===== src/rtl/pmw_pkg.sv =====
package pmw_pkg;

    // Power-state field encodings
    localparam logic [1:0] PS_D0 = 2'b00;
    localparam logic [1:0] PS_D1 = 2'b01;
    localparam logic [1:0] PS_D2 = 2'b10;
    localparam logic [1:0] PS_D3 = 2'b11;

    // Control/status word bit positions
    localparam int CSR_W        = 16;
    localparam int CSR_EN_BIT   = 8;
    localparam int CSR_STAT_BIT = 15;

    typedef enum logic [1:0] {
        ST_RUN,      // D0 / D1, fully powered
        ST_DOZE,     // D2, clock off
        ST_DOZE_RX,  // D2, clock restarted by serial input
        ST_DEEP      // D3
    } pm_state_e;

    typedef enum logic [1:0] {
        GP_OFF  = 2'b00,
        GP_HIGH = 2'b01,
        GP_LOW  = 2'b10,
        GP_ANY  = 2'b11
    } gp_mode_e;

endpackage


===== src/rtl/pmw_sync.sv =====
module pmw_sync #(
    parameter int W      = 1,
    parameter int STAGES = 2
) (
    input  logic         clk,
    input  logic         rst_n,
    input  logic [W-1:0] d,
    output logic [W-1:0] q
);

    logic [W-1:0] stage_q [STAGES];

    always_ff @(posedge clk or negedge rst_n) begin
        if (!rst_n) begin
            for (int i = 0; i < STAGES; i++) stage_q[i] <= '0;
        end else begin
            stage_q[0] <= d;
            for (int i = 1; i < STAGES; i++) stage_q[i] <= stage_q[i-1];
        end
    end

    assign q = stage_q[STAGES-1];

endmodule


===== src/rtl/pmw_wake_detect.sv =====
module pmw_wake_detect
    import pmw_pkg::*;
#(
    parameter int N_MODEM = 4,
    parameter int N_GP    = 2,
    parameter int RI_IDX  = 2
) (
    input  logic                clk,
    input  logic                rst_n,
    input  logic [N_MODEM-1:0]  mdm_s,
    input  logic                sin_s,
    input  logic [N_GP-1:0]     gp_s,
    input  pm_state_e           state,
    input  logic [N_MODEM:0]    mask,
    input  logic [2*N_GP-1:0]   gp_mode,
    output logic                serial_evt,
    output logic                sin_evt,
    output logic                gp_evt
);

    logic [N_MODEM-1:0] mdm_q;
    logic               sin_q;
    logic [N_GP-1:0]    gp_q;
    logic [N_MODEM-1:0] mdm_chg;
    logic               ri_fall;
    logic [N_GP-1:0]    gp_hit;

    always_ff @(posedge clk or negedge rst_n) begin
        if (!rst_n) begin
            mdm_q <= '0;
            sin_q <= 1'b0;
            gp_q  <= '0;
        end else begin
            mdm_q <= mdm_s;
            sin_q <= sin_s;
            gp_q  <= gp_s;
        end
    end

    assign mdm_chg = (mdm_s ^ mdm_q) & ~mask[N_MODEM-1:0];
    assign ri_fall = mdm_q[RI_IDX] & ~mdm_s[RI_IDX];

    always_comb begin
        serial_evt = 1'b0;
        sin_evt    = 1'b0;
        unique case (state)
            ST_DOZE, ST_DOZE_RX: begin
                sin_evt    = (sin_s ^ sin_q) & ~mask[N_MODEM];
                serial_evt = (|mdm_chg) | sin_evt;
            end
            ST_DEEP: serial_evt = ri_fall;
            ST_RUN:  serial_evt = 1'b0;
        endcase
    end

    for (genvar g = 0; g < N_GP; g++) begin : g_gp
        gp_mode_e mode_g;
        logic     hit_g;
        assign mode_g = gp_mode_e'(gp_mode[2*g +: 2]);
        always_comb begin
            unique case (mode_g)
                GP_OFF:  hit_g = 1'b0;
                GP_HIGH: hit_g = gp_s[g];
                GP_LOW:  hit_g = ~gp_s[g];
                GP_ANY:  hit_g = gp_s[g] ^ gp_q[g];
            endcase
        end
        assign gp_hit[g] = hit_g;
    end

    assign gp_evt = |gp_hit;


    run_no_serial_chk: assert property (@(posedge clk) disable iff (!rst_n)
        (state == ST_RUN) |-> !serial_evt);


    deep_ri_only_chk: assert property (@(posedge clk) disable iff (!rst_n)
        (state == ST_DEEP && serial_evt) |-> (mdm_q[RI_IDX] && !mdm_s[RI_IDX]));

endmodule


===== src/rtl/pmw_state_fsm.sv =====
module pmw_state_fsm
    import pmw_pkg::*;
(
    input  logic       clk,
    input  logic       rst_n,
    input  logic       fld_load,
    input  logic [1:0] fld_val,
    input  logic       sin_evt,
    output pm_state_e  state,
    output logic       low_pwr,
    output logic       clk_en
);

    pm_state_e st_q, st_d;

    always_comb begin
        st_d = st_q;
        if (fld_load) begin
            unique case (fld_val)
                PS_D2:        st_d = ST_DOZE;   // T_ENTER_DOZE
                PS_D3:        st_d = ST_DEEP;   // T_ENTER_DEEP
                PS_D0, PS_D1: st_d = ST_RUN;    // T_RESUME
            endcase
        end else if (st_q == ST_DOZE && sin_evt) begin
            st_d = ST_DOZE_RX;                  // T_RX_RESTART
        end
    end

    always_ff @(posedge clk or negedge rst_n) begin
        if (!rst_n) st_q <= ST_RUN;
        else        st_q <= st_d;
    end

    always_comb begin
        unique case (st_q)
            ST_RUN:     begin low_pwr = 1'b0; clk_en = 1'b1; end
            ST_DOZE:    begin low_pwr = 1'b1; clk_en = 1'b0; end
            ST_DOZE_RX: begin low_pwr = 1'b1; clk_en = 1'b1; end
            ST_DEEP:    begin low_pwr = 1'b1; clk_en = 1'b0; end
        endcase
    end

    assign state = st_q;


    rx_restart_chk: assert property (@(posedge clk) disable iff (!rst_n)
        (st_q == ST_DOZE && sin_evt && !fld_load) |=> (st_q == ST_DOZE_RX && clk_en));

endmodule


===== src/rtl/pm_wake_ctrl.sv =====
module pm_wake_ctrl
    import pmw_pkg::*;
#(
    parameter int N_MODEM = 4,
    parameter int N_GP    = 2,
    parameter int RI_IDX  = 2,
    parameter int SYNC_N  = 2
) (
    input  logic                         clk,
    input  logic                         rst_n,
    input  logic                         csr_wr_en,
    input  logic [15:0]                  csr_wdata,
    output logic [15:0]                  csr_rdata,
    input  logic                         cfg_wr_en,
    input  logic [N_MODEM+2*N_GP:0]      cfg_wdata,
    input  logic [N_MODEM-1:0]           modem_in,
    input  logic                         sin,
    input  logic [N_GP-1:0]              gp_pin,
    input  logic                         irq_in,
    output logic                         irq_out,
    input  logic                         acc_req,
    input  logic                         acc_is_cfg,
    output logic                         acc_grant,
    output logic                         uart_clk_en,
    output logic                         wake_n
);

    localparam int MASK_W = N_MODEM + 1;
    localparam int CFG_W  = MASK_W + 2 * N_GP;
    localparam int SYN_W  = N_MODEM + 1 + N_GP;

    logic [1:0]         ps_field;
    logic               pme_en;
    logic               pme_stat;
    logic [CFG_W-1:0]   cfg_q;
    logic [SYN_W-1:0]   syn_q;
    logic [N_MODEM-1:0] mdm_s;
    logic               sin_s;
    logic [N_GP-1:0]    gp_s;
    logic               serial_evt, sin_evt, gp_evt, any_evt;
    logic               fld_load, low_pwr, fsm_clk_en;
    pm_state_e          state;

    pmw_sync #(.W(SYN_W), .STAGES(SYNC_N)) i_sync (
        .clk   (clk),
        .rst_n (rst_n),
        .d     ({gp_pin, sin, modem_in}),
        .q     (syn_q)
    );

    assign mdm_s = syn_q[N_MODEM-1:0];
    assign sin_s = syn_q[N_MODEM];
    assign gp_s  = syn_q[SYN_W-1 -: N_GP];

    pmw_wake_detect #(.N_MODEM(N_MODEM), .N_GP(N_GP), .RI_IDX(RI_IDX)) i_detect (
        .clk        (clk),
        .rst_n      (rst_n),
        .mdm_s      (mdm_s),
        .sin_s      (sin_s),
        .gp_s       (gp_s),
        .state      (state),
        .mask       (cfg_q[MASK_W-1:0]),
        .gp_mode    (cfg_q[CFG_W-1:MASK_W]),
        .serial_evt (serial_evt),
        .sin_evt    (sin_evt),
        .gp_evt     (gp_evt)
    );

    assign fld_load = csr_wr_en && (csr_wdata[1:0] != ps_field);

    pmw_state_fsm i_fsm (
        .clk      (clk),
        .rst_n    (rst_n),
        .fld_load (fld_load),
        .fld_val  (csr_wdata[1:0]),
        .sin_evt  (sin_evt),
        .state    (state),
        .low_pwr  (low_pwr),
        .clk_en   (fsm_clk_en)
    );

    assign any_evt = serial_evt | gp_evt;

    always_ff @(posedge clk or negedge rst_n) begin
        if (!rst_n) begin
            ps_field <= PS_D0;
            pme_en   <= 1'b0;
            pme_stat <= 1'b0;
            cfg_q    <= '0;
        end else begin
            if (csr_wr_en) begin
                ps_field <= csr_wdata[1:0];
                pme_en   <= csr_wdata[CSR_EN_BIT];
            end
            if (pme_en && any_evt)
                pme_stat <= 1'b1;
            else if (csr_wr_en && csr_wdata[CSR_STAT_BIT])
                pme_stat <= 1'b0;
            if (cfg_wr_en)
                cfg_q <= cfg_wdata;
        end
    end

    always_comb begin
        csr_rdata               = '0;
        csr_rdata[1:0]          = ps_field;
        csr_rdata[CSR_EN_BIT]   = pme_en;
        csr_rdata[CSR_STAT_BIT] = pme_stat;
    end

    assign irq_out     = irq_in & ~low_pwr;
    assign acc_grant   = acc_req & (acc_is_cfg | ~low_pwr);
    assign uart_clk_en = fsm_clk_en;
    assign wake_n      = ~(pme_en & (pme_stat | any_evt));


    field_hold_chk: assert property (@(posedge clk) disable iff (!rst_n)
        !csr_wr_en |=> $stable(ps_field));


    sleep_gate_chk: assert property (@(posedge clk) disable iff (!rst_n)
        ps_field[1] |-> (!irq_out && !(acc_req && !acc_is_cfg && acc_grant)));


    deep_clk_off_chk: assert property (@(posedge clk) disable iff (!rst_n)
        (ps_field == PS_D3) |-> !uart_clk_en);


    cfg_grant_chk: assert property (@(posedge clk) disable iff (!rst_n)
        (acc_req && acc_is_cfg) |-> acc_grant);


    stat_needs_en_chk: assert property (@(posedge clk) disable iff (!rst_n)
        $rose(pme_stat) |-> $past(pme_en));


    w1c_clear_chk: assert property (@(posedge clk) disable iff (!rst_n)
        (csr_wr_en && csr_wdata[CSR_STAT_BIT] && !(pme_en && any_evt)) |=> !pme_stat);


    w0_keep_chk: assert property (@(posedge clk) disable iff (!rst_n)
        (csr_wr_en && !csr_wdata[CSR_STAT_BIT] && pme_stat) |=> pme_stat);


    same_cycle_wake_chk: assert property (@(posedge clk) disable iff (!rst_n)
        (pme_en && any_evt) |-> !wake_n);

endmodule


===== config.mk =====
export PLATFORM = sky130hd
export DESIGN_NAME = pm_wake_ctrl
export DESIGN_NICKNAME = d
export VERILOG_FILES = /design/src/rtl/pmw_pkg.sv /design/src/rtl/pmw_sync.sv /design/src/rtl/pmw_wake_detect.sv /design/src/rtl/pmw_state_fsm.sv /design/src/rtl/pm_wake_ctrl.sv
export SDC_FILE = /design/constraint.sdc
export NUM_CORES = 1
export LEC_CHECK = 0
export ABC_AREA = 1
export BUFFER_PORTS_ARGS = -buffer_cell sky130_fd_sc_hd__buf_2
export CAP_MARGIN = 20
export CORE_AREA = 4 4 71 73
export CTS_CLUSTER_SIZE = 28
export DETAILED_ROUTE_END_ITERATION = 8
export DIE_AREA = 0 0 75 77
export GPL_ROUTABILITY_DRIVEN = 0
export PLACE_DENSITY_LB_ADDON = 0.05
export SLEW_MARGIN = 20
export SYNTH_ARGS = -nofsm -noshare
export SYNTH_HDL_FRONTEND = slang
export SYNTH_SLANG_ARGS = --single-unit

===== constraint.sdc =====
create_clock -name clk -period 2.7 [get_ports clk]
set_clock_uncertainty 0.05 [all_clocks]
set_input_delay 0 -clock clk [delete_from_list [all_inputs] [get_ports clk]]
set_output_delay 0 -clock clk [all_outputs]
set_load 0.01 [all_outputs]

==> results of run 1 <==
## state kept, by name, summed over array words and instances (netlist names)
name            flops
ps_field            2
i_sync.stage_q      7
i_sync.q            7
i_fsm.state         2
i_detect.sin_q      1
i_detect.mdm_q      4
pme_stat            1
pme_en              1
i_detect.gp_q       2
cfg_q               9
## cell usage after synthesis
library cell	instances
xor2_1	1
ha_1	4
o21bai_2	1
o21ai_0	7
a21oi_1	3
inv_1	18
o21a_1	2
o21ai_2	1
conb_1	1
nor2_1	5
buf_2	1
mux2_2	5
nand3_1	6
nand3b_1	1
nand2_1	35
or2_1	1
buf_4	14
dfrtp_1	36
o22ai_1	1
## stage by stage
step	std cells	cell area, um^2	util, %	worst slack [ns]	total power, W
after floorplan	154	1520	-	1.42	0.000738
after global placement	225	1650	37.9	1.30	0.000787
after detailed placement	225	1650	37.9	1.29	0.000793
after CTS	259	2000	46.0	0.954	0.00122
after global routing	259	2000	46.0	0.866	0.00128
final	259	2000	46.0	0.938	0.00119
## power by group through the flow
stage | Clock [W] | Sequential, W | Combinational [W]
floorplan | 0 | 0.000610 | 0.000127
global placement | 0 | 0.000614 | 0.000173
detailed placement | 0 | 0.000616 | 0.000177
CTS | 0.000411 | 0.000605 | 0.000208
global route | 0.000435 | 0.000609 | 0.000233
finish | 0.000386 | 0.000605 | 0.000204
## layer usage
metal	share of wire, %	vias to the layer above	global-route usage, %
met1	47	473	13.4
li1	-	542	-
met3	8.3	4	3.92
met4	1.6	0	4.80
met2	43	39	14.2
met5	0	-	0
## critical path, cell delays in order
cell and delay, ns:
dlygate4sd3_1 0.53, buf_2 0.14, nand2_1 0.05, dlygate4sd3_1 0.53
o21ai_0 0.06, dlygate4sd3_1 0.56
## how the worst min path moves through the flow
stage	cells after the start	startpoint	slack, ns	end
2_1_floorplan	0	rst_n	-0.35	cfg_q[0]
3_3_place_gp	1	gp_pin[0]	0.06	i_sync.stage_q[12]
3_5_place_dp	1	modem_in[3]	0.06	i_sync.stage_q[10]
4_1_cts	4	csr_wr_en	0.005	ps_field[0]
5_1_grt	4	csr_wr_en	0.04	pme_stat
6_report	4	csr_wr_en	0.02	ps_field[0]
## layout make-up
class	count	share of cell area, %
clock buffers	7	4.31
clock inverters	1	0.375
inverters	18	3.37
multi-input cells	85	22.2
flip-flops and latches	36	45.0
well taps	52	3.25
repair buffers	60	21.5
## logic make-up after synthesis
kind of cell               share of synthesized area, %
muxes                                              3.80
xor gates and xnor gates                          0.591
and+or+nand+nor                                    13.1
other                                             0.253
adders and majority gates                          3.38
DFF                                                60.8
buffers and inverters                              12.0
AOI/OAI and AO/OA                                  6.16
## timing repair
action / CTS / global route
hold buffers: 26 / 0
setup endpoints to repair: 0 / 0
endpoints found under the hold margin: 58 / 0
==> run summary, run 1 <==
Number of remaining DRC errors: 0. In this run the worst setup path terminates at ps_field[1]. Entering global routing, the biggest net connects 37 pins. The path category of the worst min-delay check is in2reg.

The floorplan step defined a core boundary enclosing 4350 um^2. The tools report the arrival time reported for the critical path endpoint as 1.87 ns. The synthesized cell area was 1480 um^2; the number of max-cap violations was 0. The number of synthesized register bits is 36, and the internal power of the cells is 0.000890 W. The analysis attributes to net switching a power of 0.000305 W. The maximum clock frequency came out at 568 MHz.

After clock tree synthesis, the clock-pin slew on the worst setup and hold paths is 0.07 ns. The post-layout minimum cycle time was 1.76 ns. Transition time of the tightest slew-check pin: 0.786 ns. In this run the mean area of a mapped cell was 10.4 um^2.

The tools report the number of pins exceeding their max-slew limit in the final report as 0. The floorplan step defined a die boundary enclosing 5780 um^2. The cell chosen for the clock root was clkbuf_8.

For the diode insertion count for antenna repair, the log shows 0. Share of the synthesized area in the top cell type: 60.8%. Setup repair after global routing left no endpoint under its margin. For the final routed database, the setup TNS stands at 0 ns.

Across the whole layout, storage elements account for 901 um^2. The endpoint class of the critical path is a register. The run gives 423 as the fill cell instance count of the final layout. In this run switching power makes up 25.5% of total power.

For this run, the register share of the synthesized area comes to 60.8%. The cell type with the highest aggregate area in the netlist was dfrtp_1. The part of the power in registers is 50.6%. From bottom edge to top edge, the die measures 77 um. In the layout the commonest cells are 36 x dfrtp_1, 35 x nand2_1, 34 x buf_2, 26 x dlygate4sd3_1, 18 x inv_1. In this run the critical register-to-register path is captured at pme_stat.

The run gives 0 as the number of buffers added for setup after CTS. The first global-routing pass estimated 4430 um of wire. The logs give 0 for the final hold violation count and 24 for the cell row count. Setup violations remaining at the end of the flow were counted as 0. The fraction of layout instances using a drive strength above 1 was 23.2%; the total wire length after detailed routing was 2610 um.

The clock passes through at most 2 buffers. The logs give 1.04 nW for the leakage power figure and 1870 um for the placed wire-length estimate. The required time at the worst-slack endpoint came out at 2.81 ns.

The tools report the category of the worst setup path launch point as an input pin. In this run, the number of DRC markers left after iteration 0 of detailed routing was 57. The worst reg2reg path startpoint is i_fsm.state[0]. From synthesis to final layout, the design area changed by 35.1%. The number of antenna violations at the first check in global routing is 0. For this run, the detailed router's first-pass iteration total came to 4. On the final layout, the worst hold slack is 0.0209 ns.

The internal reg-to-reg setup slack is 1.29 ns, and the total via count after detailed routing is 1058. By startpoint and endpoint, the worst setup path is classified as in2reg. The final layout contains 249 nets. TritonCTS built the clock tree. The power share of the combinational group is 17.1%, and the average wire per cell in the routed design is 10.1 um. The clock network burns 32.3% of the power. After synthesis, the netlist uses 19 different library cells. From left edge to right edge, the die measures 75 um. Synthesis produced a netlist whose cell count is 143. The power density relative to cell area came out at 596 nW/um^2. TritonCTS created 5 clock buffers.

For the worst-skew pair, the clock arrives at the later sink with an insertion delay of 0.28 ns. Leaving out fill and tap cells, the most frequent cell in the layout is dfrtp_1. Along the worst path, the maximum fanout reaches 4. By area the synthesized netlist is led by dfrtp_1 61%, nand2_1 8.9%, buf_4 7.1%. The post-CTS resize count came out at 0.

The total of buffers placed on input and output ports was 34; the via count of the first global-routing pass was 1030. The aggregate global routing overflow came out at 0. Global routing used 10.1% of the available tracks across all layers. Tightest slew margin relative to the limit: 47.6%. The worst path uses 65.2% of the clock period. The H-tree generated during clock tree synthesis spans 2 levels.

The routed via count divided by cell count works out to 4.08. The count of nets left with antenna violations after detail routing was 0. The clock drives 36 sinks. Area of the multi-input gates: 445 um^2. For the peak supply drop, the log shows 0.374 mV. The flow ran to the end, and the final reports show no timing, DRC or antenna violations.

The number of cells on the worst reg-to-reg path is 8. Yosys printed 0 warnings. For this configuration, the core starts out at a cell density of 34.1%. In this run the worst setup path begins at csr_wdata[1]. The total I/O pin count came out at 59.
Power figures use the tool's default switching activity.
==> run 2: changes to the inputs <==
==> constraint.sdc (replaced) <==
create_clock -name clk -period 1.7 [get_ports clk]
set_clock_uncertainty 0.05 [all_clocks]
set_input_delay 0 -clock clk [delete_from_list [all_inputs] [get_ports clk]]
set_output_delay 0 -clock clk [all_outputs]
set_load 0.01 [all_outputs]
==> run summary, run 2 (synthesis results as in run 1) <==
The flow ran to the end, and the final reports show no timing, DRC or antenna violations. The die boundary width is 75 um (unchanged). Diode insertion count for antenna repair: 0 (unchanged). The power density relative to cell area was 958 nW/um^2 (was 596 nW/um^2); the clock latency at the later pin of the worst-skew pair was 0.28 ns (about the same). Arrival time reported for the critical path endpoint: 1.57 ns (was 1.87 ns).

The placed wire-length estimate came out at 1870 um (unchanged). The cell with the largest stage delay on the worst path is dfrtp_1 (was dlygate4sd3_1). Required time at the worst-slack endpoint: 1.65 ns (was 2.81 ns). The aggregate global routing overflow was 0 (unchanged); the total number of nets in the final design was 250 (was 249).

The logs give 1.04 nW (about the same) for the leakage power figure and 34.1% (unchanged) for the initial core utilization. The path category of the worst min-delay check is in2reg (unchanged). For the via count of the first global-routing pass, the log shows 1036 (was 1030).

The maximum net fanout on the critical path came out at 2 (was 4). Launch instance of the worst min-delay path: cfg_wr_en (was csr_wr_en). The tools report the total wire length after detailed routing as 2650 um (was 2610 um).

The post-layout minimum cycle time came out at 1.62 ns. The worst reg2reg path endpoint was pme_stat (unchanged). The die boundary height is 77 um (unchanged).

The routed via count divided by cell count came out at 4.10 (was 4.08). The kind of critical path is reg2out (was in2reg). Number of antenna violations at the first check in global routing: 0 (unchanged). Endpoint class of the critical path: an output pin (was a register). The internal reg-to-reg setup slack was 0.38 ns (was 1.29 ns). The tools report the total I/O pin count as 59 (unchanged).

The average wire per cell in the routed design came out at 10.2 um (was 10.1 um). For the area of the die, the log shows 5780 um^2 (unchanged). For the number of max-cap violations, the log shows 0 (unchanged).

Cell chosen for the clock root: clkbuf_8 (unchanged). The transition time of the tightest slew-check pin is 0.782 ns (was 0.786 ns). The run gives 5 (unchanged) as the number of buffers inserted during clock tree synthesis. After layout, the worst path uses 95.6% of the clock period. For the number of sinks on the clock net, the log shows 36 (unchanged). The run gives 0.0754 ns (was 0.938 ns) as the final setup slack of the worst path. The number of cell instances on the worst register-to-register path came out at 7 (was 8). The total via count after detailed routing is 1067 (was 1058), and the tightest slew margin relative to the limit is 47.8% (was 47.6%). Pre-CTS setup slack: 0.287 ns (was 1.29 ns). The peak supply drop was 0.604 mV (was 0.374 mV).

The cell row count came out at 24 (unchanged). The global-route usage over all layers came out at 10.1% (about the same). Register with the most flip-flops: cfg_q (unchanged). The logs give 0 (unchanged) for the count of nets left with antenna violations after detail routing and 0 (unchanged) for the final hold violation count. The cell count of the worst hold path is 3 (was 4), and the area of the core is 4350 um^2 (unchanged). The run gives 0 (unchanged) as the number of pins exceeding their max-slew limit in the final report. Leading cell types in the layout, fill and taps excluded: 36 x dfrtp_1, 34 x nand2_1, 34 x buf_2, 25 x dlygate4sd3_1, 16 x inv_1 (was 36 x dfrtp_1, 35 x nand2_1, 34 x buf_2, 26 x dlygate4sd3_1, 18 x inv_1). Most common cell after layout, fill and taps aside: dfrtp_1 (unchanged).

The maximum clock frequency came out at 616 MHz. The area growth from synthesis to layout was 37.2% (was 35.1%). The worst-case clock buffer depth is 2 (unchanged), and the number of flip-flops under the largest register name is 9 (unchanged). Setup repair after global routing could not meet its margin everywhere. The clock-pin slew of the registers on the worst-case setup and hold paths was 0.07 ns (about the same). The category of the worst setup path launch point is a register (was an input pin).

Cells along the critical path: buf_4, ha_1, a21oi_2, o21bai_4, nand3b_1, nand2_1, buf_2 (was dlygate4sd3_1, buf_2, nand2_1, dlygate4sd3_1, o21ai_0, dlygate4sd3_1). The tools report the critical path launch point as i_fsm.state[0] (was csr_wdata[1]). The number of remaining DRC errors is 0 (unchanged), and the worst hold slack is 0.0475 ns (was 0.0209 ns). The wire length of the first global-routing pass is 4450 um (was 4430 um), and the maximum single-stage delay on the critical path is 0.39 ns (was 0.56 ns). The worst reg2reg path startpoint is i_fsm.state[0] (unchanged). For the setup-violating endpoint count in the final report, the log shows 0 (unchanged).

Endpoint of the worst hold path: cfg_q[0] (was ps_field[0]). The total of buffers placed on input and output ports was 34 (unchanged). The number of H-tree levels came out at 2 (unchanged). The tools report the count of routing violations after the opening detailed-route iteration as 58 (was 57). The total iterations of the first detailed-routing run came out at 4 (unchanged). Pin count of the biggest net entering global routing: 37 (unchanged).

Fraction of layout instances using a drive strength above 1: 26.4% (was 23.2%). TritonCTS built the clock tree.
## run 2: area by class of cell
type | instances | area, um^2
Clock buffer | 7 | 86.3
Clock inverter | 1 | 7.51
Fill cell | 418 | 2320
Inverter | 18 | 67.6
Multi-Input combinational cell | 85 | 472
Sequential cell | 36 | 901
Tap cell | 52 | 65.1
Timing Repair Buffer | 61 | 435
## run 2: routing by layer
| layer | vias to the layer above | track usage (%) | routed length, um |
|---|---|---|---|
| met4 | 0 | 4.80 | 41 |
| met2 | 39 | 14.3 | 1140 |
| met3 | 4 | 3.92 | 215 |
| met1 | 480 | 13.5 | 1250 |
| li1 | 544 | - | - |
| met5 | - | 0 | 0 |
## run 2: repair_timing
action	CTS	global route
buffers inserted	2	0
hold endpoints to repair	58	0
pin swaps	0	3
gates resized for setup	0	6
hold buffers	25	0
setup endpoints to repair	1	1
## run 2: worst max-delay path by stage
stage                     to  slack [ns]  cells after the start
floorplan           pme_stat        0.42                      8
global placement      wake_n        0.30                      8
detailed placement    wake_n        0.29                      8
CTS                   wake_n       0.007                      8
global route          wake_n       -0.02                      7
finish                wake_n        0.08                      7
## run 2: where the power goes
part | switching, W | internal, W | total (W)
combinational | 0.000183 | 0.000190 | 0.000374
sequential | 0.0000364 | 0.000923 | 0.000960
clock | 0.000286 | 0.000329 | 0.000615
total | 0.000506 | 0.00144 | 0.00195
## run 2: worst max-delay path, delay by kind of cell (launching register included)
family,cells,cell delay (ns)
AO/OA/AOI/OAI,2,0.27
flip-flops,1,0.39
adder cells (fa/ha/maj),1,0.21
AND/OR/NAND/NOR,2,0.15
buffers and inverters,2,0.27
## run 2: stage by stage
step / instance area (um^2) / total power (W) / TNS (ns) / cells / utilization (%)
global route: 2030 / 0.00208 / -0.0222 / 260 / 46.7
global placement: 1650 / 0.00125 / 0 / 225 / 37.9
detailed placement: 1650 / 0.00126 / 0 / 225 / 37.9
finish: 2030 / 0.00195 / 0 / 260 / 46.7
CTS: 2010 / 0.00195 / 0 / 260 / 46.1
floorplan: 1520 / 0.00117 / 0 / 154 / -
==> run 3: changes to the inputs <==
==> constraint.sdc (replaced) <==
create_clock -name clk -period 1.8 [get_ports clk]
set_clock_uncertainty 0.05 [all_clocks]
set_input_delay 0 -clock clk [delete_from_list [all_inputs] [get_ports clk]]
set_output_delay 0 -clock clk [all_outputs]
set_load 0.01 [all_outputs]
==> run summary, run 3 (synthesis results as in run 1) <==
Total wire length after detailed routing: 2610 um (was 2650 um). The number of buffers added for setup after CTS is 0 (was 2), and the fraction of layout instances using a drive strength above 1 is 23.3% (was 26.4%). The detailed-routing wirelength on met1 came out at 1240 um (was 1250 um).

TritonCTS built the clock tree. The count of nets left with antenna violations after detail routing came out at 0 (unchanged). For the initial core utilization, the log shows 34.1% (unchanged). The tools report the wire length of the first global-routing pass as 4430 um (was 4450 um).

For the number of pins exceeding their max-slew limit in the final report, the log shows 0 (unchanged). The setup-violating endpoint count in the final report came out at 0 (unchanged). The tools report the placed wire-length estimate as 1870 um (unchanged).

The routed wire length on met2 is 1110 um (was 1140 um). Critical path launch point: csr_wdata[1] (was i_fsm.state[0]). The tightest slew margin relative to the limit was 47.6% (was 47.8%). The number of buffers inserted during clock tree synthesis is 5 (unchanged), and the maximum clock frequency is 581 MHz.

For the total negative slack for setup checks, the log shows 0 ns (unchanged). Clock-pin slew of the registers on the worst-case setup and hold paths: 0.07 ns (about the same). The average wire per cell in the routed design is 10.1 um (was 10.2 um).

The number of cell instances on the worst register-to-register path came out at 8 (was 7). Worst reg2reg path startpoint: i_fsm.state[1] (was i_fsm.state[0]). The routed via count divided by cell count was 4.10 (about the same). The worst path in the final design needs a cycle of 1.72 ns, including I/O delays and setup. The arrival time reported for the critical path endpoint is 1.83 ns (was 1.57 ns), and the cell count of the worst hold path is 4 (was 3). The run gives 0 (unchanged) as the number of remaining DRC errors. The transition time of the tightest slew-check pin works out to 0.786 ns (was 0.782 ns). The area of the die came out at 5780 um^2 (unchanged). The global-route usage over all layers is 10.1% (about the same), and the final hold violation count is 0 (unchanged). The endpoint class of the critical path is a register (was an output pin). The wire length on met3 was 217 um (was 215 um); the area of the core was 4350 um^2 (unchanged). The number of sinks on the clock net was 36 (unchanged).

The tools report the worst reg2reg path endpoint as pme_stat (unchanged). Highest metal layer with signal wires: met4 (unchanged). Number of flip-flops under the largest register name: 9 (unchanged). The cell chosen for the clock root was clkbuf_8 (unchanged). The total of buffers placed on input and output ports works out to 34 (unchanged). The final setup slack of the worst path is 0.0803 ns (was 0.0754 ns), and the worst-case clock buffer depth is 2 (unchanged). Path category of the worst min-delay check: in2reg (unchanged).

The cell row count was 24 (unchanged); the count of routing violations after the opening detailed-route iteration was 52 (was 58). The logs give 0.28 ns (about the same) for the clock latency at the later pin of the worst-skew pair and 0.565 mV (was 0.604 mV) for the peak supply drop. The final critical path takes up 95.5% of the cycle. The run finished with clean final reports. Power density relative to cell area: 896 nW/um^2 (was 958 nW/um^2).

For the pin count of the biggest net entering global routing, the log shows 37 (unchanged). The maximum net fanout on the critical path was 4 (was 2). The tools report the endpoint of the most critical setup path as ps_field[1] (was wake_n).

The kind of critical path is in2reg (was reg2out). The total I/O pin count came out at 59 (unchanged). The tools report the number of max-cap violations as 0 (unchanged).

The diode insertion count for antenna repair is 0 (unchanged). The category of the worst setup path launch point is an input pin (was a register). The most common cell after layout, fill and taps aside is dfrtp_1 (unchanged). The run gives 0.387 ns (was 0.287 ns) as the pre-CTS setup slack.

Leading cell types in the layout, fill and taps excluded: 36 x dfrtp_1, 35 x nand2_1, 33 x buf_2, 26 x dlygate4sd3_1, 18 x inv_1 (was 36 x dfrtp_1, 34 x nand2_1, 34 x buf_2, 25 x dlygate4sd3_1, 16 x inv_1). The die boundary width is 75 um (unchanged). Setup repair after global routing left no endpoint under its margin. The number of H-tree levels is 2 (unchanged), and the total iterations of the first detailed-routing run is 4 (unchanged). The required time at the worst-slack endpoint was 1.91 ns (was 1.65 ns).

The register with the most flip-flops was cfg_q (unchanged). The die boundary height is 77 um (unchanged), and the total via count after detailed routing is 1058 (was 1067). The logs give 1.03 nW (was 1.04 nW) for the leakage power figure and 1030 (was 1036) for the via count of the first global-routing pass.

The aggregate global routing overflow was 0 (unchanged). The total number of nets in the final design was 248 (was 250); the internal reg-to-reg setup slack was 0.44 ns (was 0.38 ns). Number of antenna violations at the first check in global routing: 0 (unchanged). Area growth from synthesis to layout: 35.6% (was 37.2%).
[run 3: what timing repair did]
action	4_1_cts	5_1_grt
hold buffers	26	0
gates resized for setup	0	1
setup endpoints to repair	0	2
endpoints found under the hold margin	58	0
[run 3: metrics by stage]
step / instance area [um^2] / utilization, % / power (W) / instances / hold slack (ns)
2_1_floorplan: 1520 / - / 0.00111 / 154 / -0.346
3_3_place_gp: 1650 / 37.9 / 0.00118 / 225 / 0.0583
3_5_place_dp: 1650 / 37.9 / 0.00119 / 225 / 0.0601
4_1_cts: 2000 / 46.0 / 0.00184 / 259 / 0.00549
5_1_grt: 2010 / 46.2 / 0.00193 / 258 / 0.0436
6_report: 2010 / 46.2 / 0.00180 / 258 / 0.0206
[run 3: worst min-delay path by stage]
stage	slack, ns	endpoint	start
2_1_floorplan	-0.35	cfg_q[0]	rst_n
3_3_place_gp	0.06	i_sync.stage_q[12]	gp_pin[0]
3_5_place_dp	0.06	i_sync.stage_q[10]	modem_in[3]
4_1_cts	0.005	ps_field[0]	csr_wr_en
5_1_grt	0.04	pme_stat	csr_wr_en
6_report	0.02	ps_field[0]	csr_wr_en
[run 3: final cells by class]
class / instances / area (um^2)
Clock buffer: 7 / 86.3
Clock inverter: 1 / 7.51
Fill cell: 422 / 2340
Inverter: 18 / 67.6
Multi-Input combinational cell: 85 / 458
Sequential cell: 36 / 901
Tap cell: 52 / 65.1
Timing Repair Buffer: 59 / 425
[run 3: report_power, final]
part	switching (W)	total [W]	internal, W
registers	0.0000350	0.000907	0.000872
clock network	0.000269	0.000580	0.000311
logic	0.000158	0.000316	0.000158
total	0.000462	0.00180	0.00134
[run 3: layer usage]
layer,up-vias,track usage [%]
met2,39,14.2
met5,-,0
met3,4,3.92
li1,540,-
met1,475,13.4
met4,0,4.80
[run 3: worst max-delay path: stages]
cell and delay, ns:
dlygate4sd3_1 0.60, nand2_1 0.08, dlygate4sd3_1 0.53, o21ai_0 0.06, dlygate4sd3_1 0.56
